===== config.mk =====
export PLATFORM = sky130hd
export DESIGN_NAME = br_resolve
export DESIGN_NICKNAME = d
export VERILOG_FILES = /design/src/rtl/br_resolve_pkg.sv /design/src/rtl/br_decode.sv /design/src/rtl/br_cond_eval.sv /design/src/rtl/br_target_calc.sv /design/src/rtl/br_resolve.sv
export SDC_FILE = /design/constraint.sdc
export NUM_CORES = 1
export LEC_CHECK = 0
export BUFFER_PORTS_ARGS = -buffer_cell sky130_fd_sc_hd__buf_2
export CORE_MARGIN = 2
export CORE_UTILIZATION = 53
export DETAILED_ROUTE_END_ITERATION = 8
export GPL_TIMING_DRIVEN = 0
export PLACE_DENSITY = 0.86
export SLEW_MARGIN = 10
export SYNTH_ARGS = -nofsm -noshare
export SYNTH_HDL_FRONTEND = slang
export SYNTH_SLANG_ARGS = --single-unit

===== constraint.sdc =====
create_clock -name clk -period 7 [get_ports clk]
set_clock_uncertainty 0.2 [all_clocks]
set_input_delay 0.7 -clock clk [delete_from_list [all_inputs] [get_ports clk]]
set_output_delay 0.7 -clock clk [all_outputs]
set_load 0.02 [all_outputs]

===== src/rtl/br_resolve_pkg.sv =====
package br_resolve_pkg;

    localparam int unsigned BR_ADDR_W  = 16;
    localparam int unsigned BR_BYTE_W  = 8;
    localparam int unsigned BR_FLAG_N  = 6;
    localparam int unsigned BR_STATE_W = 4;

    // flag bit positions inside flags_i
    localparam int unsigned FL_Z  = 0;
    localparam int unsigned FL_N  = 1;
    localparam int unsigned FL_C  = 2;
    localparam int unsigned FL_V  = 3;
    localparam int unsigned FL_VT = 4;
    localparam int unsigned FL_ST = 5;

    typedef enum logic [2:0] {
        KIND_ILLEGAL,
        KIND_COND,
        KIND_SHORT,
        KIND_LONG,
        KIND_BITTEST,
        KIND_DEC_BYTE,
        KIND_DEC_WORD
    } br_kind_e;

    typedef struct packed {
        logic                  valid;
        logic                  taken;
        logic [BR_ADDR_W-1:0]  target;
        logic [BR_STATE_W-1:0] states;
        logic                  illegal;
        logic                  cnt_wr;
        logic [BR_ADDR_W-1:0]  cnt;
    } br_result_t;

endpackage


===== src/rtl/br_decode.sv =====
module br_decode
    import br_resolve_pkg::*;
(
    input  logic [BR_BYTE_W-1:0]  opcode_i,
    output br_kind_e              kind_o,
    output logic [2:0]            low3_o,
    output logic                  pol_o,
    output logic [BR_STATE_W-1:0] st_taken_o,
    output logic [BR_STATE_W-1:0] st_fall_o
);
    always_comb begin
        kind_o     = KIND_ILLEGAL;
        low3_o     = opcode_i[2:0];
        pol_o      = opcode_i[3];
        st_taken_o = '0;
        st_fall_o  = '0;
        if (opcode_i[7:4] == 4'hD) begin
            kind_o     = KIND_COND;
            st_taken_o = 4'd8;
            st_fall_o  = 4'd4;
        end else if (opcode_i[7:3] == 5'b00100) begin
            kind_o     = KIND_SHORT;
            st_taken_o = 4'd8;
            st_fall_o  = 4'd8;
        end else if (opcode_i[7:4] == 4'h3) begin
            kind_o     = KIND_BITTEST;
            st_taken_o = 4'd9;
            st_fall_o  = 4'd5;
        end else if (opcode_i == 8'hE7) begin
            kind_o     = KIND_LONG;
            st_taken_o = 4'd8;
            st_fall_o  = 4'd8;
        end else if (opcode_i == 8'hE0) begin
            kind_o     = KIND_DEC_BYTE;
            st_taken_o = 4'd9;
            st_fall_o  = 4'd5;
        end else if (opcode_i == 8'hE1) begin
            kind_o     = KIND_DEC_WORD;
            st_taken_o = 4'd10;
            st_fall_o  = 4'd5;
        end
    end
endmodule


===== src/rtl/br_cond_eval.sv =====
module br_cond_eval
    import br_resolve_pkg::*;
(
    input  logic [BR_FLAG_N-1:0] flags_i,
    input  logic [2:0]           sel_i,
    input  logic                 pol_i,
    output logic                 hit_o
);
    logic [7:0] base;

    // base[k] is the "true" sense of condition group k; pol selects sense
    always_comb begin
        base[0] = flags_i[FL_ST];
        base[1] = flags_i[FL_C] & ~flags_i[FL_Z];
        base[2] = flags_i[FL_N] | flags_i[FL_Z];
        base[3] = flags_i[FL_C];
        base[4] = flags_i[FL_VT];
        base[5] = flags_i[FL_V];
        base[6] = flags_i[FL_N];
        base[7] = flags_i[FL_Z];
        hit_o   = pol_i ? base[sel_i] : ~base[sel_i];
    end
endmodule


===== src/rtl/br_target_calc.sv =====
module br_target_calc
    import br_resolve_pkg::*;
#(
    parameter int unsigned ADDR_W  = BR_ADDR_W,
    parameter int unsigned SHORT_W = 11
) (
    input  br_kind_e             kind_i,
    input  logic [2:0]           low3_i,
    input  logic [7:0]           disp_lo_i,
    input  logic [7:0]           disp_hi_i,
    input  logic [ADDR_W-1:0]    next_pc_i,
    output logic [ADDR_W-1:0]    target_o
);
    localparam int unsigned BYTE_EXT  = ADDR_W - 8;
    localparam int unsigned SHORT_EXT = ADDR_W - SHORT_W;

    logic [SHORT_W-1:0] short_off;
    logic [ADDR_W-1:0]  offset;

    always_comb begin
        short_off = {low3_i, disp_lo_i};
        unique case (kind_i)
            KIND_SHORT: offset = {{SHORT_EXT{short_off[SHORT_W-1]}}, short_off};
            KIND_LONG:  offset = {disp_hi_i, disp_lo_i};
            KIND_COND, KIND_BITTEST, KIND_DEC_BYTE, KIND_DEC_WORD:
                        offset = {{BYTE_EXT{disp_lo_i[7]}}, disp_lo_i};
            default:    offset = '0;
        endcase
        target_o = next_pc_i + offset;
    end
endmodule


===== src/rtl/br_resolve.sv =====
module br_resolve
    import br_resolve_pkg::*;
(
    input  logic                   clk,
    input  logic                   rst_n,
    input  logic                   in_valid_i,
    input  logic [7:0]             opcode_i,
    input  logic [7:0]             disp_lo_i,
    input  logic [7:0]             disp_hi_i,
    input  logic [15:0]            next_pc_i,
    input  logic [5:0]             flags_i,
    input  logic [15:0]            operand_i,
    output logic                   out_valid_o,
    output logic                   taken_o,
    output logic [15:0]            target_o,
    output logic [3:0]             states_o,
    output logic                   illegal_o,
    output logic                   cnt_wr_o,
    output logic [15:0]            cnt_o
);
    br_kind_e              kind;
    logic [2:0]            low3;
    logic                  pol;
    logic [BR_STATE_W-1:0] st_taken, st_fall;
    logic                  cond_hit;
    logic [BR_ADDR_W-1:0]  br_target;
    logic [BR_BYTE_W-1:0]  dec_byte;
    logic [BR_ADDR_W-1:0]  dec_word;

    br_result_t res_d, res_q;

    br_decode u_decode (
        .opcode_i   (opcode_i),
        .kind_o     (kind),
        .low3_o     (low3),
        .pol_o      (pol),
        .st_taken_o (st_taken),
        .st_fall_o  (st_fall)
    );

    br_cond_eval u_cond (
        .flags_i (flags_i),
        .sel_i   (low3),
        .pol_i   (pol),
        .hit_o   (cond_hit)
    );

    br_target_calc #(.ADDR_W(BR_ADDR_W)) u_target (
        .kind_i    (kind),
        .low3_i    (low3),
        .disp_lo_i (disp_lo_i),
        .disp_hi_i (disp_hi_i),
        .next_pc_i (next_pc_i),
        .target_o  (br_target)
    );

    always_comb begin
        logic take;
        dec_byte = operand_i[7:0] - 8'd1;
        dec_word = operand_i - 16'd1;
        res_d    = '0;
        take     = 1'b0;
        if (in_valid_i) begin
            res_d.valid = 1'b1;
            unique case (kind)
                KIND_COND:     take = cond_hit;
                KIND_SHORT,
                KIND_LONG:     take = 1'b1;
                KIND_BITTEST:  take = (operand_i[low3] == pol);
                KIND_DEC_BYTE: begin
                    take         = (dec_byte != '0);
                    res_d.cnt_wr = 1'b1;
                    res_d.cnt    = {8'h00, dec_byte};
                end
                KIND_DEC_WORD: begin
                    take         = (dec_word != '0);
                    res_d.cnt_wr = 1'b1;
                    res_d.cnt    = dec_word;
                end
                default:       res_d.illegal = 1'b1;
            endcase
            res_d.taken  = take;
            res_d.target = take ? br_target : next_pc_i;
            res_d.states = take ? st_taken : st_fall;
        end
    end

    always_ff @(posedge clk) begin
        if (!rst_n) res_q <= '0;
        else        res_q <= res_d;
    end

    assign out_valid_o = res_q.valid;
    assign taken_o     = res_q.taken;
    assign target_o    = res_q.target;
    assign states_o    = res_q.states;
    assign illegal_o   = res_q.illegal;
    assign cnt_wr_o    = res_q.cnt_wr;
    assign cnt_o       = res_q.cnt;


    illegal_never_taken_chk: assert property (@(posedge clk) disable iff (!rst_n)
        illegal_o |-> (!taken_o && !cnt_wr_o && states_o == 4'd0));


    fallthrough_target_chk: assert property (@(posedge clk) disable iff (!rst_n)
        (out_valid_o && !taken_o) |-> (target_o == $past(next_pc_i)));


    taken_state_floor_chk: assert property (@(posedge clk) disable iff (!rst_n)
        taken_o |-> (states_o >= 4'd8));


    dec_zero_falls_chk: assert property (@(posedge clk) disable iff (!rst_n)
        (cnt_wr_o && !taken_o) |-> (cnt_o == 16'h0000 || $past(opcode_i) == 8'hE0 && cnt_o[7:0] == 8'h00));


    idle_quiet_chk: assert property (@(posedge clk) disable iff (!rst_n)
        !$past(in_valid_i) |-> (!out_valid_o && !taken_o && !illegal_o && !cnt_wr_o));


    word_dec_chk: assert property (@(posedge clk) disable iff (!rst_n)
        (in_valid_i && opcode_i == 8'hE1) |=> (cnt_wr_o && cnt_o == $past(operand_i) - 16'd1));
endmodule


; After elaboration in Yosys (flattened, before gate mapping)
; Index checks and enable logic that the tools add are counted.
[word_totals]
register_bits = 40
output_inout_bits = 40
input_bits = 65
[op_classes]
mux = 31
n_eq_ne = 13
addsub = 3
n_reduce_logical = 6
bitwise_logic = 4
n_lt_le_gt_ge = 2
[op_table]
columns = op, count
row1 = two-way mux 4 bit, 12
row2 = case mux 16 bit (3 select lines), 1
row3 = two-way mux 40 bit, 1
row4 = case mux 17 bit (2 select lines), 1
row5 = "== test 8 bit, second input constant", 3
row6 = two-way mux 3 bit, 7
row7 = adder 16 bit, 1
row8 = two-way mux 16 bit, 1
row9 = nonzero test 16 bit, 1
row10 = "subtractor 16 x 1 -> 16 bit, second input constant", 1
row11 = "== test 3 bit, second input constant", 3
row12 = nonzero test 8 bit, 1
row13 = "subtractor 8 x 1 -> 8 bit, second input constant", 1
row14 = binary-select mux 1 bit (select 3 bit), 2
row15 = "== test 3 x 2 -> 1 bit, second input constant", 2
row16 = OR reduction 6 bit, 1
row17 = "== test 5 x 3 -> 1 bit, second input constant", 1
row18 = "less-than comparator 3 x 5 -> 1 bit, second input constant", 1
row19 = two-way mux 1 bit, 5
row20 = case mux 1 bit (5 select lines), 1
row21 = "== test 4 x 2 -> 1 bit, second input constant", 1
row22 = "== test 4 bit, second input constant", 1
row23 = "less-than comparator 3 x 4 -> 1 bit, second input constant", 1
row24 = OR reduction 4 bit, 1
row25 = other kinds (7), 8

; Longest topological paths before layout
[depth]
depth_word = 13
ltp_mapped = 17
mapped_depth_nobuf = 16

; Cells and area by module
; A second synthesis with hierarchy kept.
[hier_totals]
cells_unflattened = 394
area_unflattened_um2 = 3193.1
[modules_own_cells]
columns = module, seq_area_each_um2, area_per_inst_um2, n_inst, cells_per_inst
row1 = br_resolve, 800.8, 1991.9, 1, 221
row2 = br_target_calc, 0.0, 904.6, 1, 126
row3 = br_decode, 0.0, 214.0, 1, 36
row4 = br_cond_eval, 0.0, 82.6, 1, 11

; Worst setup path before layout
; No wires, ideal clock.
[synth_path]
path_type = input to register
startpoint = input port opcode_i[4]
endpoint = register res_q, in the netlist target_o[14]
slack_ps = 2770
arrival_time_ps = 3899
path_stages = 16
cell_sequence = or3b_2 > nor3_1 > nor2_1 > nand2_1 > and2_1 > ha_1 > inv_1 > fa_1 > nor2b_1 > o2111ai_1 > a21oi_1 > nor2_1 > a21oi_1 > nor4_1 > o31ai_1 > a21oi_1
[synth_between]
elab_chain_cells = 12
word_cells_on_any_way = 25
classes_between = add/sub: 1 / eq/ne: 12 / mux: 10 / reduce/logical: 2
[synth_rtl]
columns = item, line
row1 = from (decl), br_resolve.sv:7  ; input logic [7:0] opcode_i,
row2 = == test 8 bit, br_decode.sv:37  ; end else if (opcode_i == 8'hE1) begin
row3 = two-way mux 3 bit, br_decode.sv:37
row4 = two-way mux 3 bit, br_decode.sv:33  ; end else if (opcode_i == 8'hE0) begin
row5 = two-way mux 3 bit, br_decode.sv:29  ; end else if (opcode_i == 8'hE7) begin
row6 = two-way mux 3 bit, br_decode.sv:25  ; end else if (opcode_i[7:4] == 4'h3) begin
row7 = two-way mux 3 bit, br_decode.sv:21  ; end else if (opcode_i[7:3] == 5'b00100) begin
row8 = two-way mux 3 bit *, br_decode.sv:17  ; if (opcode_i[7:4] == 4'hD) begin
row9 = "== test 3 x 1 -> 1 bit, or another cell as far along", "br_target_calc.sv:22, br_resolve.sv:65"
row10 = OR reduction 4 bit or OR reduction 2 bit (tied branches), "br_target_calc.sv:22, br_resolve.sv:65"
row11 = case mux 16 bit (3 select lines) or case mux 1 bit (5 select lines) (tied branches), "br_target_calc.sv:22, br_resolve.sv:65"
row12 = adder 16 bit or two-way mux 1 bit (tied branches), "br_target_calc.sv:29, br_resolve.sv:63"
row13 = two-way mux 16 bit *, br_resolve.sv:83  ; res_d.target = take ? br_target : next_pc_i;
row14 = to (signal assigned), br_resolve.sv:90  ; else res_q <= res_d;
row15 = to (decl), br_resolve.sv:30  ; br_result_t res_d, res_q;
; Mark *: on every way between the ends. The rest lies on a longest branch, timed or not. The select of a mux whose other input is x is not followed.
; A chain may end at the register's enable or synchronous reset.

; Final worst setup path
; Same ends and word-level chain as after synthesis.

==> results.py <==
metrics = {
    "outcome": {
        "outcome": "finished clean",
    },
    "clocking": {
        "cts_root_buffer": "clkbuf_8",
        "htree_levels": 2,
        "clockBufferDepth": 2,
        "numCtsBuffers": 5,
        "cts_tree": "done",
        "cts_hold_buf": 0,
        "path_clk_slew_ns": 0.09,
        "cts_sinks": 40,
        "cts-resized-gates": 0,
        "postCtsSetupBuffers": 0,
    },
    "synth": {
        "synth_most_common_cell": "nor2_1",
        "yosysUniqueCellTypes": 60,
        "yosys_warnings": 0,
        "ys_ff_latch": 40,
        "syn_area_per_cell_um2": 8.36,
        "synth_edf_count": 0,
        "async_flop_share_pct": 0,
        "synth_top_area_cell": "dfxtp_1",
        "ys.flop_type": "dfxtp_1",
        "synthCells": 329,
        "synth_area_leaders": "dfxtp_1 29%, ha_1 7.7%, nor2_1 6.6%",
        "synth_top_area_share_pct": 29.1,
        "ys_seq_area_share_pct": 29.1,
        "netlist_area_um2": 2750,
        "syn-num-nets": 412,
        "yosys-top-cells-count": "48 x nor2_1, 40 x dfxtp_1, 28 x nand2_1",
    },
    "grt": {
        "grt_max_degree": 14,
        "antenna_found_initial": 0,
        "grt_usage_pct": 23.2,
        "grt_overflow": 0,
        "grt_pass1_vias": 2565,
        "grt_pass1_wl_mm": 11.1,
    },
    "layout": {
        "areaGrowthSynthToFinish_pct": 24.2,
        "insertedDiodeCount": 0,
        "fin_nets": 517,
        "finalInstanceArea_um2": 3410,
        "seq_area_um2": 801,
        "fin_util_pct": 67.7,
        "multiInputGateArea_um2": 1840,
        "drive_gt1_share_pct": 29.2,
        "fillers": 432,
    },
    "detailed_routing": {
        "drt_first_pass_iters": 4,
        "wl_met2_mm": 3.35,
        "vias": 2723,
        "vias_per_cell": 5.39,
        "met3_length_um": 383,
        "met1_length_mm": 3.06,
        "drc": 0,
        "drtIter0Drc": 138,
        "top_layer_used": "met4",
        "drtAntennaViolNets": 0,
        "wl_mm": 6.91,
        "avgRoutedWirePerCell_um": 13.7,
    },
    "setup_path": {
        "worst_setup_path_end_kind": "flop",
        "cp.arrival_ns": 4.82,
        "worstPathRequired_ns": 6.97,
        "cp_max_fo": 9,
        "worst_setup_path_start_kind": "input port",
        "worstSetupPathType": "input port to flop",
    },
    "min_path": {
        "min_path_type": "input port to flop",
    },
    "timing": {
        "period_minus_slack_ns": 4.85,
        "fin_crit_sh_pct": 69.4,
        "timing.hold.ws_ns": 0.450,
        "setup_tns_ns": 0,
        "setup_viol": 0,
        "finalHoldViolCount": 0,
        "grt_setup_unrepaired": "false",
        "drv_slew": 0,
        "tightestPinTransition_ns": 0.971,
        "fmax_mhz": 206,
        "max-slew-margin-rel_pct": 34.8,
    },
    "die": {
        "io_pins": 105,
        "fp.dieW_um": 76.0,
        "initial_core_util_pct": 54.5,
        "dieArea_um2": 5780,
        "die_height_um": 76.0,
        "core_area_um2": 5040,
        "core.rowCount": 26,
    },
    "place": {
        "place.gp.congestion": 0.870,
        "io_buffers": 98,
        "detailed_place.area_um2": 3330,
        "dp_hpwl_mm": 5.33,
    },
    "power_and_ir_drop": {
        "leakage_nw": 1.66,
        "switching_share_pct": 31.0,
        "p_int_mw": 0.362,
        "power_frac_seq_pct": 44.7,
        "ir_worst_vdd_mv": 0.0740,
        "power.net_switching_mw": 0.163,
        "power.share.clock_pct": 29.6,
        "powerDensity_nw_per_um2": 154,
        "p_comb_share_pct": 25.7,
    },
    "run": {
        "cap_violations": 0,
    },
}
==> registers in the layout, indices dropped and copies added, names as in the netlist <==
signal       count
states_o         4
target_o        16
out_valid_o      1
cnt_o           16
taken_o          1
cnt_wr_o         1
illegal_o        1
==> cells in the final DEF, fill, tap and decap left out, types with 5 or more instances in the layout <==
master | synthesis | routed
buf_2 | 1 | 99
nor2_1 | 48 | 48
dfxtp_1 | 40 | 40
nand2_1 | 28 | 28
a21oi_1 | 19 | 19
ha_1 | 17 | 17
xnor2_1 | 15 | 15
inv_1 | 13 | 13
mux2i_1 | 13 | 13
nor3_1 | 12 | 12
and2_1 | 9 | 9
a21o_1 | 9 | 9
o21ai_0 | 8 | 8
xor2_1 | 8 | 8
clkbuf_1 | 7 | 7
nand2b_1 | 6 | 6
nand3_1 | 6 | 6
nor4_1 | 5 | 5
o31ai_1 | 5 | 5
o21a_1 | 5 | 5
clkbuf_8 | 0 | 5
==> stage by stage <==
step | power [mW] | setup WS, ns | instances
global route | 0.553 | 1.75 | 505
detailed placement | 0.372 | 1.92 | 497
global placement | 0.369 | 2.00 | 497
CTS | 0.528 | 2.21 | 505
floorplan | 0.329 | 2.77 | 329
finish | 0.525 | 2.15 | 505
==> cell type report <==
cell class                      count  area share, %
Multi-Input combinational cell    265           53.8
Timing Repair Buffer               98           14.4
Clock buffer                        5           2.02
Buffer                             11           1.83
Clock inverter                      3          0.550
Tap cell                           70           2.57
Inverter                           13           1.43
Sequential cell                    40           23.5
==> cell families (layout without fill, tap and decap cells) <==
group	Yosys count	after routing	synth area share, %
AND/OR/NAND/NOR	135	135	24.6
AO/OA/AOI/OAI	73	73	19.1
flip-flops	40	40	29.1
buffers and inverters	24	130	4.05
XOR/XNOR	23	23	7.33
adder cells (fa/ha/maj)	18	18	8.47
multiplexers	16	16	7.33
==> metal layers <==
metal / track usage (%) / vias to the layer above
li1: - / 1379
met1: 28.6 / 1233
met2: 39.7 / 99
met3: 4.74 / 12
met4: 9.64 / 0
met5: 0 / -
==> power by group through the flow <==
stage | Clock, mW | Combinational, mW | Sequential [mW]
after detailed placement | 0 | 0.133 | 0.240
after global placement | 0 | 0.129 | 0.240
after CTS | 0.159 | 0.134 | 0.234
final | 0.156 | 0.135 | 0.234
after global routing | 0.169 | 0.148 | 0.235
after floorplan | 0 | 0.0817 | 0.248
==> worst paths after layout <==
path,start,end,slack [ns],cells after the start
min,operand_i[0],cnt_o[0],0.45,2
max,opcode_i[4],target_o[14],2.15,17
==> critical path: stages <==
cell and delay [ns]:
buf_2 0.12, or3b_2 0.49, nor3_1 0.81, nor2_1 0.18, nand2_1 0.28, and2_1 0.17
ha_1 0.17, inv_1 0.07, fa_1 0.41, nor2b_1 0.20, o2111ai_1 0.16, a21oi_1 0.27
nor2_1 0.09, a21oi_1 0.25, nor4_1 0.09, o31ai_1 0.26, a21oi_1 0.10
Note: power is estimated with default switching activity, not from simulation.
